`src/rtl/tl_pkg.sv`:
```
package tl_pkg;
  typedef enum logic [2:0] {
    ST_IDLE     = 3'd0,
    ST_FETCH_PC = 3'd1,
    ST_FETCH_DP = 3'd2,
    ST_LOAD     = 3'd3,
    ST_START    = 3'd4
  } tl_state_t;
endpackage

```
`src/rtl/tl_regfile.sv`:
```
module tl_regfile #(
  parameter int NREG   = 8,
  parameter int DW     = 16,
  parameter int DP_IDX = 1,
  parameter int SP_IDX = 7,
  localparam int AW    = $clog2(NREG)
) (
  input  logic          clk,
  input  logic          rst_n,
  input  logic          we,
  input  logic [AW-1:0] waddr,
  input  logic [DW-1:0] wdata,
  input  logic          pre_en,
  input  logic [DW-1:0] pre_dp,
  input  logic [DW-1:0] pre_sp,
  input  logic [AW-1:0] raddr,
  output logic [DW-1:0] rdata
);
  logic [DW-1:0] regs [NREG];

  // index 0 is a constant, never a storage element
  assign regs[0] = '0;

  for (genvar i = 1; i < NREG; i++) begin : g_reg
    logic pre_hit;
    logic [DW-1:0] pre_val;
    if (i == DP_IDX) begin : g_dp
      assign pre_hit = pre_en;
      assign pre_val = pre_dp;
    end else if (i == SP_IDX) begin : g_sp
      assign pre_hit = pre_en;
      assign pre_val = pre_sp;
    end else begin : g_gp
      assign pre_hit = 1'b0;
      assign pre_val = '0;
    end
    // preload from the sequencer outranks a core write in the same cycle
    always_ff @(posedge clk or negedge rst_n) begin
      if (!rst_n)
        regs[i] <= '0;
      else if (pre_hit)
        regs[i] <= pre_val;
      else if (we && (waddr == AW'(i)))
        regs[i] <= wdata;
    end
  end

  assign rdata = regs[raddr];

  a_r1_zero_reads: assert property (@(posedge clk) disable iff (!rst_n)
    (raddr == '0) |-> (rdata == '0));
endmodule

```
`src/rtl/tl_stack_sel.sv`:
```
module tl_stack_sel #(
  parameter int DW     = 16,
  parameter int PW     = 3,
  parameter int HI_MIN = 4
) (
  input  logic [PW-1:0] prio,
  input  logic [DW-1:0] stack_hi,
  input  logic [DW-1:0] stack_lo,
  output logic [DW-1:0] stack_sel
);
  always_comb begin
    if (prio >= PW'(HI_MIN)) stack_sel = stack_hi;
    else                     stack_sel = stack_lo;
  end
endmodule

```
`src/rtl/tl_fetch_fsm.sv`:
```
module tl_fetch_fsm
  import tl_pkg::*;
#(
  parameter int AW     = 16,
  parameter int DW     = 16,
  parameter int CHAN_W = 7,
  parameter int PW     = 3,
  localparam int ENTRY_SHIFT = 2,
  localparam int WORD_BYTES  = 2
) (
  input  logic              clk,
  input  logic              rst_n,
  input  logic              req_valid,
  output logic              req_ready,
  input  logic [CHAN_W-1:0] req_chan,
  input  logic [PW-1:0]     req_prio,
  input  logic [AW-1:0]     vec_base,
  output logic              rd_valid,
  output logic [AW-1:0]     rd_addr,
  input  logic              rd_ready,
  input  logic [DW-1:0]     rd_data,
  output logic [DW-1:0]     pc_word,
  output logic [DW-1:0]     dp_word,
  output logic [PW-1:0]     prio_q,
  output logic              load_en,
  output logic              start,
  output logic              busy
);
  tl_state_t     state, state_nx;
  logic [AW-1:0] entry_addr;
  logic          take;

  assign req_ready = (state == ST_IDLE);
  assign take      = req_valid && req_ready && (req_prio != '0);
  assign busy      = (state != ST_IDLE);
  assign load_en   = (state == ST_LOAD);
  assign start     = (state == ST_START);
  assign rd_valid  = (state == ST_FETCH_PC) || (state == ST_FETCH_DP);
  assign rd_addr   = (state == ST_FETCH_DP) ? entry_addr + AW'(WORD_BYTES) : entry_addr;

  always_comb begin
    state_nx = state;
    unique case (state)
      ST_IDLE:     if (take) state_nx = ST_FETCH_PC;
      ST_FETCH_PC: if (rd_ready) state_nx = ST_FETCH_DP;
      ST_FETCH_DP: if (rd_ready) state_nx = ST_LOAD;
      ST_LOAD:     state_nx = ST_START;
      ST_START:    state_nx = ST_IDLE;
      default:     state_nx = ST_IDLE;
    endcase
  end

  always_ff @(posedge clk or negedge rst_n) begin
    if (!rst_n) begin
      state      <= ST_IDLE;
      entry_addr <= '0;
      prio_q     <= '0;
      pc_word    <= '0;
      dp_word    <= '0;
    end else begin
      state <= state_nx;
      if (take) begin
        entry_addr <= vec_base + (AW'(req_chan) << ENTRY_SHIFT);
        prio_q     <= req_prio;
      end
      if (state == ST_FETCH_PC && rd_ready) pc_word <= rd_data;
      if (state == ST_FETCH_DP && rd_ready) dp_word <= rd_data;
    end
  end

  a_r8_hold_addr: assert property (@(posedge clk) disable iff (!rst_n)
    (rd_valid && !rd_ready) |=> (rd_valid && $stable(rd_addr)));
  a_r9_single_pulse: assert property (@(posedge clk) disable iff (!rst_n)
    start |=> !start);
  a_r7_refuse_busy: assert property (@(posedge clk) disable iff (!rst_n)
    busy |-> !req_ready);
  a_r6_prio_nonzero: assert property (@(posedge clk) disable iff (!rst_n)
    start |-> (prio_q != '0));
endmodule

```
`src/rtl/thread_launcher.sv`:
```
module thread_launcher #(
  parameter int AW     = 16,
  parameter int DW     = 16,
  parameter int CHAN_W = 7,
  parameter int PW     = 3,
  parameter int NREG   = 8,
  localparam int RW    = $clog2(NREG)
) (
  input  logic              clk,
  input  logic              rst_n,
  input  logic              launch_valid,
  output logic              launch_ready,
  input  logic [CHAN_W-1:0] launch_chan,
  input  logic [PW-1:0]     launch_prio,
  input  logic [AW-1:0]     vec_base,
  input  logic [DW-1:0]     stack_hi,
  input  logic [DW-1:0]     stack_lo,
  output logic              mem_rd_valid,
  output logic [AW-1:0]     mem_rd_addr,
  input  logic              mem_rd_ready,
  input  logic [DW-1:0]     mem_rd_data,
  output logic [AW-1:0]     pc,
  output logic              start,
  output logic              busy,
  input  logic              rf_we,
  input  logic [RW-1:0]     rf_waddr,
  input  logic [DW-1:0]     rf_wdata,
  input  logic [RW-1:0]     rf_raddr,
  output logic [DW-1:0]     rf_rdata
);
  logic [DW-1:0] pc_word, dp_word, stack_val;
  logic [PW-1:0] prio_q;
  logic          load_en;

  tl_fetch_fsm #(.AW(AW), .DW(DW), .CHAN_W(CHAN_W), .PW(PW)) u_fsm (
    .clk, .rst_n,
    .req_valid(launch_valid), .req_ready(launch_ready),
    .req_chan(launch_chan), .req_prio(launch_prio), .vec_base,
    .rd_valid(mem_rd_valid), .rd_addr(mem_rd_addr),
    .rd_ready(mem_rd_ready), .rd_data(mem_rd_data),
    .pc_word, .dp_word, .prio_q, .load_en, .start, .busy
  );

  tl_stack_sel #(.DW(DW), .PW(PW)) u_sel (
    .prio(prio_q), .stack_hi, .stack_lo, .stack_sel(stack_val)
  );

  tl_regfile #(.NREG(NREG), .DW(DW)) u_rf (
    .clk, .rst_n,
    .we(rf_we), .waddr(rf_waddr), .wdata(rf_wdata),
    .pre_en(load_en), .pre_dp(dp_word), .pre_sp(stack_val),
    .raddr(rf_raddr), .rdata(rf_rdata)
  );

  always_ff @(posedge clk or negedge rst_n) begin
    if (!rst_n)       pc <= '0;
    else if (load_en) pc <= AW'(pc_word);
  end

  a_r4_pc_only_on_launch: assert property (@(posedge clk) disable iff (!rst_n)
    (!busy && !$past(busy)) |-> $stable(pc));
endmodule

```
`config.mk`:
```
export PLATFORM = sky130hd
export DESIGN_NAME = thread_launcher
export DESIGN_NICKNAME = d
export VERILOG_FILES = /design/src/rtl/tl_pkg.sv /design/src/rtl/tl_regfile.sv /design/src/rtl/tl_stack_sel.sv /design/src/rtl/tl_fetch_fsm.sv /design/src/rtl/thread_launcher.sv
export SDC_FILE = /design/constraint.sdc
export NUM_CORES = 1
export LEC_CHECK = 0
export BUFFER_PORTS_ARGS = -buffer_cell sky130_fd_sc_hd__buf_2
export CAP_MARGIN = 10
export CORE_AREA = 2 2 107 161
export CTS_CLUSTER_SIZE = 12
export DETAILED_ROUTE_END_ITERATION = 8
export DIE_AREA = 0 0 109 163
export PLACE_DENSITY_LB_ADDON = 0.12
export REMOVE_ABC_BUFFERS = 1
export SLEW_MARGIN = 20
export SYNTH_ARGS = -nofsm -noshare
export SYNTH_HDL_FRONTEND = slang
export SYNTH_HIERARCHICAL = 1
export SYNTH_SLANG_ARGS = --single-unit
```
`constraint.sdc`:
```
create_clock -name clk -period 2.8 [get_ports clk]
set_clock_uncertainty 0.2 [all_clocks]
set_input_delay 0.28 -clock clk [delete_from_list [all_inputs] [get_ports clk]]
set_output_delay 0.28 -clock clk [all_outputs]
set_load 0.05 [all_outputs]
```
# Yosys cells after proc, flatten, opt, wreduce, memory -nomap -nowiden
# Index checks and enable logic that the tools add are counted.
[totals] wordCells=63 register_bits=182 inputBits=101
[classes] bitwise=1 magnitude_cmp=2 n_eq_ne=14 n_addsub=2 muxes=13 reduce_logical=18
[ops] op="16-bit 2-to-1 mux" n=8
[ops] op="16-bit binary-select mux with 3-bit select" n=1
[ops] op="16-bit by 2-bit adder with 16-bit output, second input constant" n=1
[ops] op="16-bit by 9-bit adder with 16-bit output" n=1
[ops] op="3-bit equality test, second input constant" n=5
[ops] op="3-bit by 2-bit equality test with 1-bit output, second input constant" n=4
[ops] op="3-bit one-hot mux with 4 select lines" n=1
[ops] op="1-bit logical AND" n=11
[ops] op="3-bit 2-to-1 mux" n=3
[ops] op="3-bit by 1-bit equality test with 1-bit output, second input constant" n=2
[ops] op="2-bit != test, second input constant" n=3
[ops] op="3-bit nonzero test" n=2
[ops] op="4-bit >= comparator, second input constant" n=1
[ops] op="3-bit NOT with 4-bit output" n=1
[ops] op="2-bit nonzero test" n=2
[ops] op="3-bit >= comparator, second input constant" n=1
[ops] op="3-bit logical NOT" n=1
[ops] op="3-bit AND reduction" n=1
[ops] op="1-bit logical OR" n=1

# Depth between registers and ports, before layout
# Gate-level depths: netlist of the first run.
[depth] word_depth=5 depth_mapped=7

# Hierarchy
# Netlist of the first run, hierarchy kept.
[by_module_without_submodules] mod="tl_regfile" cells_per_inst=403 area_per_inst_um2=5527.8 n_inst=1
[by_module_without_submodules] mod="tl_fetch_fsm" cells_per_inst=246 area_per_inst_um2=2747.6 n_inst=1
[by_module_without_submodules] mod="thread_launcher" cells_per_inst=34 area_per_inst_um2=649.4 n_inst=1
[by_module_without_submodules] mod="tl_stack_sel" cells_per_inst=18 area_per_inst_um2=249.0 n_inst=1

# Least setup slack after synthesis of the first run
# Ideal clock, no wire load.
[synth_path] path_kind="input port to output port" start="input port rf_raddr[0]" end="output port rf_rdata[7]" required_ns=2.320 cell_stages=6 arrival_time_ns=2.179 slack_ns=0.141 cell_sequence="buf_2 -> nor2b_1 -> clkbuf_2 -> buf_4 -> a221oi_1 -> a311oi_1"
[synth_between] elab_chain_cells=4
[synth_lines] item="start, declared" line="thread_launcher.sv:28" source="input logic [RW-1:0] rf_raddr,"
[synth_lines] item="3-bit NOT with 4-bit output (not written as such)" line="tl_regfile.sv:48" source="assign rdata = regs[raddr];"
[synth_lines] item="16-bit binary-select mux with 3-bit select" line="tl_regfile.sv:48"
[synth_lines] item="16-bit 2-to-1 mux (not written as such) (2 in a row)" line="tl_regfile.sv:48"
[synth_lines] item="end, declared" line="thread_launcher.sv:29" source="output logic [DW-1:0] rf_rdata"
# Every way passes these cells. The select of a mux whose other input is x is not followed.

# Worst setup path in the final report of the first run
[layout_path] start="register u_fsm.state[2]" end="output port mem_rd_addr[14]"
[layout_between] elab_chain_cells=2
[layout_lines] item="start, declared" line="tl_fetch_fsm.sv:29" source="tl_state_t state, state_nx;"
[layout_lines] item="start signal, assigned" line="tl_fetch_fsm.sv:61" source="state <= state_nx;"
[layout_lines] item="3-bit by 2-bit equality test with 1-bit output" line="tl_fetch_fsm.sv:39" source="assign rd_addr = (state == ST_FETCH_DP) ? entry_addr + AW'(WORD_BYTES) : entry_addr;"
[layout_lines] item="16-bit 2-to-1 mux" line="tl_fetch_fsm.sv:39"
[layout_lines] item="end, declared" line="thread_launcher.sv:19" source="output logic [AW-1:0] mem_rd_addr,"
# Every way passes these cells.

==> results.toml, run 1 <==
[timing]
fin_crit_ps = 2700
fmax_mhz = 370
rsz0062_at_grt = "no"
slew_violations = 0
fin_crit_sh = 0.966
slew_headroom = 0.359
worst_slew_pin_slew_ps = 955
setup_viol = 0
hold_violations = 0

[grt]
grt-ovfl-total = 0
grt_max_degree = 73
grt_antenna_before_repair = 0
grt_usage = 0.258
grt_pass1_wl_um = 35000
grt_pass1_vias = 6816

[synthesis]
netlist_instances = 693
syn_area_um2 = 9100
ys_warn_count = 6
syn_area_per_cell_um2 = 13.1

[placement]
hpwl_um = 14800
place_congestion = 0.845
place_inst = 1027
io_buffers = 152
dpl_cell_area_um2 = 9980

[floorplan]
ios = 153
dieArea_um2 = 17800
die_w_um = 109
row_count = 58
core_area_um2 = 16500
start_util = 0.552
die_h_um = 163

[clock_tree]
cts_max_level = 4
path_clk_slew_ps = 70
cts_buffer_depth = 2
cts_buffers = 17
cts_tree = "yes"
root_buffer = "clkbuf_16"
clkLatencyLatePin_ps = 430
cts.sinks = 180

[setup_path]
start_kind = "register"
path_class = "register to primary output"
cp.required_ps = 2320
path_max_fanout = 9
cp_data_arrival_time_ps = 2220
cp-end-kind = "primary output"

[route]
drt-initial-drc-count = 227
drtPass1Iterations = 4
viasPerCell = 5.79
postRouteAntennaNets = 0
drcViolationCount = 0
wl_per_cell_um = 19.6
vias = 6413
wl_um = 21800

[cells_and_area]
fin_nets = 996
nFillCells = 1217
design_area_um2 = 11100
drive_gt1_frac = 0.427
finalNonFillerCells = 1108
syn_to_final_growth_pct = 21.7
diodes = 0

[pwr]
powerDensity_nw_per_um2 = 971
p_leak_nw = 5.14
ir_drop_mv = 1.03

[hold_path]
hp-class = "input pin to register"

[outcome]
status = "complete, no violations"

[job]
drv_cap = 0
-- routing by layer --
layer	track usage	wire [um]	vias up
li1	-	-	2973
met1	0.318	8960	3188
met2	0.438	11200	216
met3	0.0616	1110	36
met4	0.0909	464	0
met5	0	0	-
-- cell usage in the layout (no fill, tap or decap), drive strengths merged, types with 11 or more instances in the layout --
master,instances
mux2i,16
dfrtp,180
nand2,37
a211oi,19
mux2,161
clkbuf,19
o21ai,17
a311oi,16
a22o,16
dlygate4sd3,48
and2,19
buf,174
xor2,15
a221o,16
nor2b,17
a21o,20
xnor2,11
a221oi,16
-- sequential cells by signal (all words and copies together), names as in the netlist --
register / count
u_fsm/entry_addr: 16
u_fsm/prio_q: 1
u_fsm/state: 3
u_fsm/pc_word: 16
u_fsm/dp_word: 16
u_rf/regs: 112
pc: 16
-- worst max-delay path: stages (launching register included) --
cell,delay [ps]
dfrtp_2,480
nor3b_4,300
and4_4,290
and2b_1,160
nand4_1,120
xnor2_1,170
clkbuf_4,260
-- timing repair --
action / 4_1_cts / 5_1_grt
gates resized for setup: 0 / 4
buffers inserted: 1 / 1
hold endpoints to repair: 198 / 0
hold buffers: 48 / 0
setup endpoints to repair: 3 / 3
pin swaps: 1 / 1
-- where the power goes --
group          switching [mW]  total, mW  internal (mW)
Combinational            2.41       4.23           1.82
Sequential              0.616       4.18           3.56
Clock                    1.02       2.35           1.33
-- stage by stage --
stage               hold slack (ps)  setup slack, ps  setup TNS, ps   util  power, mW
floorplan                      -216            -2670        -117040      -       7.20
global placement               71.3              431              0  0.606       8.18
detailed placement             72.9              390              0  0.606       8.35
CTS                            34.1             66.4              0  0.671       10.8
global route                   70.4             1.34              0  0.672       11.3
finish                         45.4             96.5              0  0.672       10.8
-- area by class of cell --
| class | instances | area, um^2 | area share |
|---|---|---|---|
| Clock buffer | 18 | 429 | 0.0388 |
| Timing Repair Buffer | 223 | 1470 | 0.133 |
| Sequential cell | 180 | 4510 | 0.407 |
| Inverter | 2 | 7.51 | 0.000678 |
| Multi-Input combinational cell | 462 | 4240 | 0.383 |
| Tap cell | 210 | 263 | 0.0237 |
| Clock inverter | 13 | 155 | 0.0140 |
-- path summary, 6_finish.rpt --
check	to	slack, ps	cells after the start	from
setup / recovery	mem_rd_addr[14]	100	6	u_fsm/state[2]
hold / removal	u_fsm/entry_addr[3]	50	4	launch_chan[1]
setup reg to reg	u_rf/regs[101]	570	4	u_fsm/state[0]
hold reg to reg	u_rf/regs[59]	290	1	u_rf/regs[59]
max in group asynchronous	u_fsm/dp_word[4]	1440	3	rst_n
min in group asynchronous	u_rf/regs[28]	170	2	rst_n
Power figures use the tool's default switching activity.
==> run 2: changes to the inputs <==
clock period = 2.9 ns   (was 2.8 ns; I/O delays follow)
==> run 2 against run 1 <==
Non-clock buffer count stayed put. Global-route usage is 0.25 points lower. Count of clock-buffer cells in the layout is the same. Highest routed layer unchanged.
==> results.toml, run 2 (synthesis gave the netlist of run 1 again) <==
[route]
wl_per_cell_um = 19.6
drt-initial-drc-count = 258
wl_um = 21700
drcViolationCount = 0
drtPass1Iterations = 5
postRouteAntennaNets = 0
vias = 6454
viasPerCell = 5.81

[floorplan]
die_h_um = 163
ios = 153
die_w_um = 109
dieArea_um2 = 17800
core_area_um2 = 16500
start_util = 0.552
row_count = 58

[cells_and_area]
finalNonFillerCells = 1110
fin_nets = 996
final_common_cell = "dfrtp_1"
syn_to_final_growth_pct = 21.3
largest_register_ffs = 112
final_cell_mix = "dfrtp_1, buf_2, mux2_2"
largest-register = "u_rf/regs"
drive_gt1_frac = 0.426

[timing]
fin_crit_sh = 0.960
finalSetupTns_ps = 0
slew_headroom = 0.308
slew_violations = 0
fin_crit_ps = 2780
hold_violations = 0
fmax_mhz = 359
setup_viol = 0
rsz0062_at_grt = "yes"
worst_slew_pin_slew_ps = 1030
timing.hold.ws_ps = 22.8

[grt]
grt_pass1_wl_um = 35000
grt_usage = 0.256
grt-ovfl-total = 0
grt_pass1_vias = 6889
grt_antenna_before_repair = 1
grt_max_degree = 68

[setup_path]
max_stage_delay_ps = 500
path_class = "register to primary output"
cp.required_ps = 2410
start_kind = "register"
path_max_fanout = 9
cp-end-kind = "primary output"
crit_slowest_cell = "dfrtp_1"
cp_data_arrival_time_ps = 2290
path_cells = "nor3b_4 > and4_4 > and2b_1 > nand4_1 > xnor2_1 > clkbuf_4"

[job]
drv_cap = 0

[outcome]
status = "complete, no violations"

[clock_tree]
cts_tree = "yes"
cts.sinks = 180
cts_buffers = 17
path_clk_slew_ps = 70
cts_max_level = 4
root_buffer = "clkbuf_16"
clkLatencyLatePin_ps = 430
cts_buffer_depth = 2

[hold_path]
hp-class = "input pin to register"

[placement]
place_congestion = 0.808
io_buffers = 152
place_inst = 1028
hpwl_um = 14800

[pwr]
pwr-share-clk = 0.212
switching_share = 0.384
ir_drop_mv = 0.735
powerDensity_nw_per_um2 = 932
p_sw_mw = 3.95
p_int_mw = 6.33
finalPower_mw = 10.3
p_leak_nw = 5.14
p_comb_frac = 0.397
pwr-share-seq = 0.391
run 2: changes by cell type in the layout (fill, tap and decap cells not counted), sizes merged:
cell | previous run | this run
diode | 0 | 1
clkbuf | 19 | 20
bufinv | 2 | 0
inv | 4 | 11
clkinv | 8 | 4
dlygate4sd3 | 48 | 47
run 2: final timing paths:
check                                 from               to  slack [ps]  depth (start not counted)
min reg2reg                u_fsm/prio_q[2]  u_fsm/prio_q[2]         290                          2
max                         u_fsm/state[2]  mem_rd_addr[14]         120                          6
min in group asynchronous            rst_n    u_rf/regs[60]         230                          2
max in group asynchronous            rst_n   u_rf/regs[103]        1470                          3
min                           mem_rd_ready   u_fsm/state[1]          20                          3
max reg2reg                 u_fsm/state[0]   u_rf/regs[104]         550                          4
run 2: area by class of cell:
type / instances / area, um^2
tap: 210 / 263
clock inverter: 14 / 133
sequential: 180 / 4500
timing repair buffer: 223 / 1460
fill: 1256 / 5440
antenna: 1 / 2.50
multi-input combinational: 462 / 4240
clock buffer: 18 / 429
inverter: 2 / 7.51
run 2: what timing repair did:
action | 4_1_cts | 5_1_grt
endpoints found under the hold margin | 156 | 0
setup buffers | 0 | 2
pin swaps | 1 | 1
endpoints found under the setup margin | 1 | 4
resized for setup | 0 | 3
hold buffers | 47 | 0
run 2: critical path, delay by kind of cell, from the launching register on:
kind	cells	cell delay (ps)
xor+xnor	1	170
simple gates	4	940
buf+inv	1	260
flops	1	500
run 2: power groups by stage:
stage | logic [mW] | registers, mW | clock network (mW)
after floorplan | 2.61 | 4.34 | 0
after global placement | 3.92 | 3.98 | 0
after detailed placement | 4.00 | 4.05 | 0
after CTS | 4.09 | 4.01 | 2.22
after global routing | 4.37 | 4.13 | 2.35
final | 4.09 | 4.02 | 2.18
run 2: per-layer routing:
| layer | global-route usage | share of wire | vias up |
|---|---|---|---|
| li1 | - | - | 2981 |
| met1 | 0.311 | 0.40 | 3216 |
| met2 | 0.453 | 0.53 | 229 |
| met3 | 0.0456 | 0.060 | 28 |
| met4 | 0.0816 | 0.015 | 0 |
| met5 | 0 | 0 | - |
run 2: stage by stage:
step | setup slack, ps | util | instance area (um^2)
CTS | 11.4 | 0.668 | 11000
global route | -20.9 | 0.670 | 11000
finish | 117 | 0.670 | 11000
floorplan | -2570 | - | 8740
global placement | 522 | 0.606 | 9980
detailed placement | 474 | 0.606 | 9980
